$ cat config.mk
export PLATFORM = sky130hd
export DESIGN_NAME = crpred_mask_builder
export DESIGN_NICKNAME = d
export VERILOG_FILES = /design/src/rtl/crpm_pkg.sv /design/src/rtl/crpm_decode.sv /design/src/rtl/crpm_mask_reg.sv /design/src/rtl/crpm_ctrl.sv /design/src/rtl/crpred_mask_builder.sv
export SDC_FILE = /design/constraint.sdc
export NUM_CORES = 1
export LEC_CHECK = 0
export ABC_AREA = 0
export BUFFER_PORTS_ARGS = -buffer_cell sky130_fd_sc_hd__clkbuf_2
export CORE_UTILIZATION = 55
export CTS_BUF_LIST = sky130_fd_sc_hd__clkbuf_4 sky130_fd_sc_hd__clkbuf_8
export CTS_CLUSTER_DIAMETER = 120
export CTS_CLUSTER_SIZE = 30
export DETAILED_ROUTE_END_ITERATION = 8
export PLACE_DENSITY = 0.81
export SLEW_MARGIN = 0
export SYNTH_ARGS = -nofsm -noshare
export SYNTH_HDL_FRONTEND = slang
export SYNTH_HIERARCHICAL = 1
export SYNTH_SLANG_ARGS = --single-unit
$ cat constraint.sdc
create_clock -name clk -period 2.9 [get_ports clk]
set_input_delay 0.435 -clock clk [delete_from_list [all_inputs] [get_ports clk]]
set_output_delay 0.435 -clock clk [all_outputs]
set_load 0.05 [all_outputs]
$ cat src/rtl/crpm_pkg.sv
package crpm_pkg;

  typedef enum logic [1:0] {
    ST_IDLE = 2'd0,
    ST_REQ  = 2'd1,
    ST_CAP  = 2'd2,
    ST_DONE = 2'd3
  } crpm_state_e;

  typedef struct packed {
    logic [1:0] bit_idx;
    logic       invert;
  } crpm_sel_t;

  // condition code -> field bit and inversion
  function automatic crpm_sel_t decode_code(input logic [2:0] code);
    crpm_sel_t s;
    s.bit_idx = code[2:1];
    s.invert  = ~code[0];
    return s;
  endfunction

  function automatic logic pick_bit(input logic [3:0] fld, input crpm_sel_t s);
    return fld[s.bit_idx] ^ s.invert;
  endfunction

endpackage

$ cat src/rtl/crpm_decode.sv
module crpm_decode
  import crpm_pkg::*;
(
  input  logic [2:0] code,
  output crpm_sel_t  sel
);
  assign sel = decode_code(code);
endmodule

$ cat src/rtl/crpm_mask_reg.sv
module crpm_mask_reg #(
  parameter int W  = 64,
  parameter int IW = 6
) (
  input  logic          clk,
  input  logic          rst_n,
  input  logic          clear,
  input  logic          wr_en,
  input  logic [IW-1:0] wr_pos,
  input  logic          wr_bit,
  output logic [W-1:0]  mask
);
  always_ff @(posedge clk) begin
    if (!rst_n)     mask <= '0;
    else if (clear) mask <= '0;
    else if (wr_en) mask[wr_pos] <= wr_bit;
  end
endmodule

$ cat src/rtl/crpm_ctrl.sv
module crpm_ctrl
  import crpm_pkg::*;
#(
  parameter int MAXVL     = 64,
  parameter int CR_FIELDS = 8,
  parameter int FIELD_OFS = 0,
  localparam int IW  = $clog2(MAXVL),
  localparam int VLW = $clog2(MAXVL + 1)
) (
  input  logic                 clk,
  input  logic                 rst_n,
  input  logic                 start_valid,
  output logic                 start_ready,
  input  logic [VLW-1:0]       vl_in,
  output logic                 done_valid,
  input  logic                 done_ready,
  output logic [CR_FIELDS-1:0] cr_ren,
  output logic                 clear_o,
  output logic                 wr_en,
  output logic                 wr_phase,
  output logic [IW-1:0]        wr_pos,
  output logic                 hit_o
);
  localparam logic [VLW-1:0] VL_MAX = VLW'(MAXVL);

  crpm_state_e      state;
  logic [IW-1:0]    elem;
  logic             phase;
  logic [VLW-1:0]   vl_q;
  logic [VLW-1:0]   vl_eff;
  logic             accept;
  logic             is_last;
  int               fidx;

  assign vl_eff  = (vl_in > VL_MAX) ? VL_MAX : vl_in;
  assign accept  = (state == ST_IDLE) && start_valid;
  assign is_last = ({1'b0, elem} == (vl_q - VLW'(1)));
  assign fidx    = CR_FIELDS - 1 - FIELD_OFS - int'(elem);
  assign hit_o   = (fidx >= 0);

  always_comb begin
    for (int f = 0; f < CR_FIELDS; f++)
      cr_ren[f] = (state == ST_REQ) && (f == fidx);
  end

  assign start_ready = (state == ST_IDLE);
  assign done_valid  = (state == ST_DONE);
  assign clear_o     = accept;
  assign wr_en       = (state == ST_CAP);
  assign wr_phase    = phase;
  assign wr_pos      = elem;

  always_ff @(posedge clk) begin
    if (!rst_n) begin
      state <= ST_IDLE;
      elem  <= '0;
      phase <= 1'b0;
      vl_q  <= '0;
    end else begin
      case (state)
        ST_IDLE: if (start_valid) begin
          vl_q  <= vl_eff;
          elem  <= '0;
          phase <= 1'b0;
          state <= (vl_eff == '0) ? ST_DONE : ST_REQ;
        end
        ST_REQ: state <= ST_CAP;
        ST_CAP: begin
          if (!is_last) begin
            elem  <= elem + IW'(1);
            state <= ST_REQ;
          end else if (!phase) begin
            elem  <= '0;
            phase <= 1'b1;
            state <= ST_REQ;
          end else begin
            state <= ST_DONE;
          end
        end
        ST_DONE: if (done_ready) state <= ST_IDLE;
        default: state <= ST_IDLE;
      endcase
    end
  end

  assert_onehot_ren_R3: assert property (@(posedge clk) disable iff (!rst_n)
    $onehot0(cr_ren));

  assert_capture_follows_req_R4: assert property (@(posedge clk) disable iff (!rst_n)
    (cr_ren != '0) |=> (wr_en && cr_ren == '0));

  assert_zero_vl_done_R7: assert property (@(posedge clk) disable iff (!rst_n)
    (start_valid && start_ready && vl_in == '0) |=> done_valid);

  assert_ready_excl_done_R8: assert property (@(posedge clk) disable iff (!rst_n)
    !(start_ready && done_valid));

  assert_done_held_R9: assert property (@(posedge clk) disable iff (!rst_n)
    (done_valid && !done_ready) |=> done_valid);

endmodule

$ cat src/rtl/crpred_mask_builder.sv
module crpred_mask_builder
  import crpm_pkg::*;
#(
  parameter int MAXVL     = 64,
  parameter int CR_FIELDS = 8,
  parameter int FIELD_OFS = 0,
  localparam int IW  = $clog2(MAXVL),
  localparam int VLW = $clog2(MAXVL + 1)
) (
  input  logic                 clk,
  input  logic                 rst_n,
  input  logic                 start_valid,
  output logic                 start_ready,
  input  logic [2:0]           src_code,
  input  logic [2:0]           dst_code,
  input  logic [VLW-1:0]       vl,
  output logic                 done_valid,
  input  logic                 done_ready,
  output logic [CR_FIELDS-1:0] cr_ren,
  input  logic [3:0]           cr_rdata,
  output logic [MAXVL-1:0]     src_mask,
  output logic [MAXVL-1:0]     dst_mask
);
  logic          clear;
  logic          wr_en;
  logic          wr_phase;
  logic [IW-1:0] wr_pos;
  logic          hit;
  logic          wr_bit;

  logic [2:0]       code_in [2];
  logic [2:0]       code_q  [2];
  crpm_sel_t        sel     [2];
  logic [MAXVL-1:0] mask    [2];

  assign code_in[0] = src_code;
  assign code_in[1] = dst_code;

  crpm_ctrl #(
    .MAXVL(MAXVL), .CR_FIELDS(CR_FIELDS), .FIELD_OFS(FIELD_OFS)
  ) u_ctrl (
    .clk(clk), .rst_n(rst_n),
    .start_valid(start_valid), .start_ready(start_ready),
    .vl_in(vl),
    .done_valid(done_valid), .done_ready(done_ready),
    .cr_ren(cr_ren),
    .clear_o(clear), .wr_en(wr_en), .wr_phase(wr_phase),
    .wr_pos(wr_pos), .hit_o(hit)
  );

  // out-of-range elements store a cleared bit
  assign wr_bit = hit ? pick_bit(cr_rdata, sel[wr_phase]) : 1'b0;

  for (genvar g = 0; g < 2; g++) begin : g_side
    always_ff @(posedge clk) begin
      if (!rst_n)     code_q[g] <= '0;
      else if (clear) code_q[g] <= code_in[g];
    end

    crpm_decode u_dec (.code(code_q[g]), .sel(sel[g]));

    crpm_mask_reg #(.W(MAXVL), .IW(IW)) u_mask (
      .clk(clk), .rst_n(rst_n), .clear(clear),
      .wr_en(wr_en && (wr_phase == 1'(g))),
      .wr_pos(wr_pos), .wr_bit(wr_bit),
      .mask(mask[g])
    );
  end

  assign src_mask = mask[0];
  assign dst_mask = mask[1];

  assert_masks_hold_R9: assert property (@(posedge clk) disable iff (!rst_n)
    (done_valid && !done_ready) |=> ($stable(src_mask) && $stable(dst_mask)));

  assert_dst_after_src_R5: assert property (@(posedge clk) disable iff (!rst_n)
    (wr_en && wr_phase) |=> !(wr_en && !wr_phase));

endmodule

## Yosys cells after proc, flatten, opt, wreduce, memory -nomap -nowiden

Memories as Yosys holds them, arrays and structs flattened.
Index checks and enable logic that the tools add are counted.

- Register bits: 144
- Bits in latches: 0
- Bits in writable memories: 6
- Memory bits (read-only): 0
- Bits of input ports: 21
- Memories: 1

Memory list:

| name | depth | bits a word | rd ports | clocked after Yosys merged registers in | write ports | RTL line | RTL |
|---|---|---|---|---|---|---|---|
| code_q | 2 | 3 | 2 | 0 | 2 | crpred_mask_builder.sv:32 | `logic [2:0] code_q [2];` |

- Add/sub/neg operators: 3
- $mul: 0
- Divide/modulo/power cells: 0
- $lt $le $gt $ge: 6
- Equal/unequal tests: 15
- Shift-type cells: 0
- Muxes and demuxes: 30
- Bitwise gates (word level): 8
- Reduce and logical (&&, ||, !) cells: 21

Operator list:

| cell | number |
|---|---|
| 64-bit bitwise mux | 2 |
| 4-bit by 32-bit equality test with 1-bit output (first input constant) | 4 |
| 3-bit by 32-bit equality test with 1-bit output (first input constant) | 2 |
| 2-bit by 32-bit equality test with 1-bit output (first input constant) | 1 |
| 32-bit by 1-bit >= comparator with 1-bit output (second input constant) | 1 |
| 32-bit logical NOT | 1 |
| 6-bit two-way mux | 3 |
| 3-bit two-way mux | 5 |
| 1-bit logical AND | 12 |
| 6-bit one-hot mux with 2 select lines | 1 |
| 2-bit two-way mux | 5 |
| 1-bit two-way mux | 9 |
| 2-bit one-hot mux with 4 select lines | 1 |
| 6-bit by 7-bit equality test with 1-bit output | 1 |
| 7-bit > comparator (second input constant) | 1 |
| 7-bit logical NOT | 1 |
| 6-bit by 7-bit < comparator with 1-bit output (second input constant) | 1 |
| 7-bit two-way mux | 1 |
| 3-bit by 6-bit subtractor with 7-bit output (first input constant) | 1 |
| 7-bit by 1-bit subtractor with 7-bit output (second input constant) | 1 |
| 6-bit by 1-bit adder with 6-bit output (second input constant) | 1 |
| 1-bit demux with 6-bit select | 1 |
| 6-bit by 1-bit >= comparator with 1-bit output (second input constant) | 1 |
| 3-bit AND reduction | 2 |
| 17 further kinds | 24 |

## Longest topological paths before layout

- Word-level depth: 9
- Depth in mapped cells: 9

## Cells and area by module

Netlist, hierarchy kept.

Modules (own cells, without submodules):

| module | instances | cells each | area an instance (µm²) | sequential area each (µm²) |
|---|---|---|---|---|
| crpm_mask_reg (g_side[0].u_mask) | 1 | 303 | 2810.2 | 1281.2 |
| crpm_mask_reg (g_side[1].u_mask) | 1 | 301 | 2773.9 | 1281.2 |
| crpm_ctrl | 1 | 147 | 1164.9 | 320.3 |
| crpred_mask_builder | 1 | 33 | 367.9 | 180.2 |
| crpm_decode | 2 | 3 | 18.8 | 0.0 |

## Least setup slack after synthesis

No wires, ideal clock.

- Kind: register to output
- From: reg u_ctrl.elem[3] (netlist: u_ctrl/wr_pos[3])
- To: out cr_ren[4]
- Data arrival time: 2.173 ns
- Required time: 2.465 ns
- Setup slack: 0.292 ns
- Cell stages (with the launch flop): 7
- Cell sequence: dfxtp_1 clkbuf_1 inv_1 ha_1 nor4bb_1 nor2b_1 nor2b_1

- Cells in the longest elaborated chain, start to end: 3

Ends and longest elaborated chain:

| item | RTL line | RTL |
|---|---|---|
| start, declared | crpm_ctrl.sv:27 | `logic [IW-1:0] elem;` |
| start signal, assigned | crpm_ctrl.sv:70 | `elem <= elem + IW'(1);` |
| 3-bit by 6-bit subtractor with 7-bit output | crpm_ctrl.sv:38 | `assign fidx = CR_FIELDS - 1 - FIELD_OFS - int'(elem);` |
| 4-bit by 32-bit equality test with 1-bit output | crpm_ctrl.sv:43 | `cr_ren[f] = (state == ST_REQ) && (f == fidx);` |
| 1-bit logical AND | crpm_ctrl.sv:43 |  |
| end, declared | crpred_mask_builder.sv:19 | `output logic [CR_FIELDS-1:0] cr_ren,` |

Every way passes these cells.

## Worst setup path in the final report

Ends and elaborated chain as after synthesis.

==> run summary <==
======================================================================================
Outcome                                                                   finished clean
Required @ worst endpoint                                                      2.47 ns
Fmax                                                                        0.3763 GHz
Min-Delay Path Depth                                                                 3
Net count after synthesis                                                          818
Maximum clock path buffer count                                                      2
Initial Utilization                                                             56.46%
Die boundary width                                                            116.1 um
Area growth from synthesis to layout                                            17.38%
Share of cells above drive strength 1                                           25.41%
Seq pwr share                                                                    51.1%
Nature of the critical path endpoint                                        output pin
Clock latency on the worst-skew pair                                           0.46 ns
Number of maximum-capacitance violations                                             0
Endpoint of the worst hold path                                           u_ctrl/vl_q[3]$_SDFFE_PN0P_
Vias in the first global route                                                   5,173
Clock network fraction of design power                                           42.4%
Mapped cell area                                                              7154 um2
First DRT Iteration DRCs                                                           533
Crit. Startpoint                                                          u_ctrl/wr_pos[3]$_SDFFE_PN0P_
Wire length of the first global-routing pass                                  25.60 mm
Cell row count                                                                      41
Worst Path Arrival                                                             2.22 ns
Max H-tree Level                                                                     4
Number of port buffers                                                             158
Static leakage                                                             0.004178 uW
Setup fix buffers added after clock tree synthesis                                   0
Reg2reg end                                                               u_ctrl/wr_pos[1]$_SDFFE_PN0P_
Clock tree from TritonCTS                                                        built
Final routed wirelength across all metal layers                               16.11 mm
Leading register cell type out of synthesis                               sky130_fd_sc_hd__dfxtp_1
Number of gates resized after CTS                                                    0
Final Hold Violating Endpoints                                                       0
Final routed DRC violation total                                                     0
Number of enable flip-flop cells after synthesis                                     6
VDD IR-drop max                                                               293.7 uV
Area enclosed by the die boundary                                           13,470 um2
Reg2reg start                                                             u_ctrl/vl_q[0]$_SDFFE_PN0P_
WL/cell                                                                       14.68 um
Final #Nets                                                                        942
Half-perimeter wire length of the detailed placement result                   10.50 mm
Asr flop ratio synth                                                                0%
Maximum number of pins on one net before global-route repair                        65
DIE HEIGHT                                                                    116.1 um
Sequential cell area fraction in the yosys report                               42.81%
RSZ-0062 raised after global routing                                                no
Critical path startpoint category                                            flip-flop
Final setup violation count                                                          0
Detailed Routing Iterations Pass 1                                                   4
Post-CTS Hold Fix Bufs                                                               0
Core region area                                                            12,670 um2
Power per unit of standard cell area                                      489.1 nW/um2
Total negative slack                                                              0 ns
Syn. warnings                                                                        6
Final worst-path setup slack                                                 0.2424 ns
Worst setup skew after layout                                               0.01151 ns
Total clock buffers created by CTS                                                  17
Number of instances in the synthesized netlist                                     790
Combinational share of power                                                      6.5%
Switch Pwr                                                                    961.8 uW
Diode count                                                                          0
Netlist cell types                                                                  73
Register-to-Register Path Depth                                                      8
Final worst path period share                                                   91.64%
Largest fanout on the critical path                                                  4
Number of top-level pins                                                           159
Number of register bits inferred by synthesis                                      150
Source of the worst hold timing path                                             vl[3]
Max-slew headroom at the worst pin                                              56.14%
TritonCTS Sinks                                                                    150
Non-filler instance count after layout                                           1,097
Weighted congestion reported at the end of routability-driven placement         0.8050
Antenna violations before repair                                                     0
ANT nets after route                                                                 0
Placed cell count                                                                1,067
Overflow left after global routing                                                   0
Via density per instance                                                         5.283
Clock slew seen by the registers of the worst setup and hold paths             0.08 ns
Number of slew-limit violations in the final report                                  0
Total routing usage reported by global routing                                  24.79%
Root buffer cell                                                          sky130_fd_sc_hd__clkbuf_8
Mean instance size in the synthesized netlist                                9.056 um2
Minimum setup slack among reg-to-reg paths                                     0.37 ns
Placement-stage worst setup slack                                            0.3766 ns
Total number of vias                                                             5,795
Crit path kind                                                                 reg2out
Tightest Hold Check Type                                                        in2reg
Slew at the pin closest to its max-slew limit                                0.6551 ns
Number of fill cells                                                             1,047
Net switching share of the total power                                          23.41%
Power Internal                                                                 3146 uW
Shortest clock period the worst path allows after layout                      2.658 ns
======================================================================================
## logic make-up after synthesis
group                      count (synthesis)  share of synthesized area, %
muxes                                    130                         18.21
xor gates and xnor gates                   8                        0.9794
AOI/OAI and AO/OA                         37                         4.075
and+or+nand+nor                          381                         26.88
DFF                                      150                         42.81
buffers and inverters                     77                         5.824
adders and majority gates                  7                         1.224
## final cells by class
| class | count | area, um2 | area share [%] |
|---|---|---|---|
| timing repair buffer | 170 | 930.9 | 11.08 |
| clock buffer | 19 | 255.2 | 3.039 |
| clock inverter | 11 | 173.9 | 2.071 |
| tap | 172 | 215.2 | 2.563 |
| inverter | 12 | 45.04 | 0.5364 |
| multi-input combinational | 563 | 3715 | 44.23 |
| sequential | 150 | 3063 | 36.47 |
## through the flow
| stage | cell area (um2) | utilization, % | hold WS (ns) | power (uW) |
|---|---|---|---|---|
| CTS | 8378 | 66.12 | 0.2344 | 4145 |
| finish | 8398 | 66.28 | 0.2503 | 4108 |
| global route | 8398 | 66.28 | 0.2524 | 4271 |
| floorplan | 7154 | - | 0.4596 | 2343 |
| detailed placement | 7949 | 62.73 | 0.4514 | 2416 |
| global placement | 7949 | 62.73 | 0.4450 | 2414 |
## critical path: stages, from the launching register on
cell	delay (ns)
sky130_fd_sc_hd__dfxtp_1	0.40
sky130_fd_sc_hd__inv_1	0.06
sky130_fd_sc_hd__ha_1	0.33
sky130_fd_sc_hd__nor4bb_4	0.29
sky130_fd_sc_hd__nor2b_1	0.25
sky130_fd_sc_hd__nor2b_1	0.16
sky130_fd_sc_hd__clkbuf_2	0.28
## power groups by stage
stage | Combinational (uW) | Clock [uW] | Sequential, uW
after floorplan | 197 | 0 | 2150
after global placement | 265 | 0 | 2150
after detailed placement | 267 | 0 | 2150
after CTS | 267 | 1780 | 2100
after global routing | 293 | 1870 | 2100
final | 266 | 1740 | 2100
## registers in the layout, indices dropped and copies added, names as in the netlist
| register | count |
|---|---|
| u_ctrl/vl_q | 7 |
| u_ctrl/wr_pos | 6 |
| u_ctrl/wr_phase | 1 |
| code_q | 6 |
| g_side.u_mask/mask | 128 |
| u_ctrl/state | 2 |
## per-layer routing
metal  vias up  track usage [%]  routed length [um]
met1      2739            31.76                7292
met2       161            38.65                7413
met4         0            9.915                 282
met5         -                0                   0
li1       2876                -                   -
met3        19            8.002                1117
## cell usage after synthesis, drive strengths merged (4+ instances only)
cell type  instances  area share (%)
and3               9            0.86
and4bb             6             1.2
nand3b             6            0.63
clkbuf            20             1.1
ha                 7             1.2
nand3              5            0.35
and4b              7             1.0
and2               4            0.37
mux2i            129              18
a21boi             8            0.84
nor3b              6             1.3
nor2b             11            0.96
buf               45             4.1
and3b              5            0.61
nor3               6            0.65
nor2              13            0.68
nand4              5            0.44
dfxtp            144              40
inv               11            0.58
nand2            271              14
o21ai              5            0.35
nor4b              5             1.0
nand2b             4            0.35
edfxtp             6             2.5
xnor2              5            0.61
## cell usage in the layout (no fill, tap or decap), types with 7 or more instances in the layout
| cell | instances |
|---|---|
| sky130_fd_sc_hd__and3_1 | 8 |
| sky130_fd_sc_hd__dfxtp_1 | 144 |
| sky130_fd_sc_hd__nor2_1 | 13 |
| sky130_fd_sc_hd__inv_1 | 11 |
| sky130_fd_sc_hd__mux2i_1 | 129 |
| sky130_fd_sc_hd__a21boi_0 | 8 |
| sky130_fd_sc_hd__clkbuf_8 | 18 |
| sky130_fd_sc_hd__ha_1 | 7 |
| sky130_fd_sc_hd__nand2_1 | 269 |
| sky130_fd_sc_hd__buf_4 | 8 |
| sky130_fd_sc_hd__nor2b_1 | 9 |
| sky130_fd_sc_hd__clkbuf_2 | 158 |
## worst max path at each step
stage	slack, ns	cells after the start	to
6_report	0.24	6	cr_ren[4]
5_1_grt	0.07	6	cr_ren[7]
4_1_cts	0.07	6	cr_ren[4]
3_5_place_dp	0.38	8	u_ctrl/wr_pos[1]$_SDFFE_PN0P_
3_3_place_gp	0.43	8	u_ctrl/wr_pos[1]$_SDFFE_PN0P_
2_1_floorplan	0.29	6	cr_ren[4]
(Power assumes the default switching activity.)
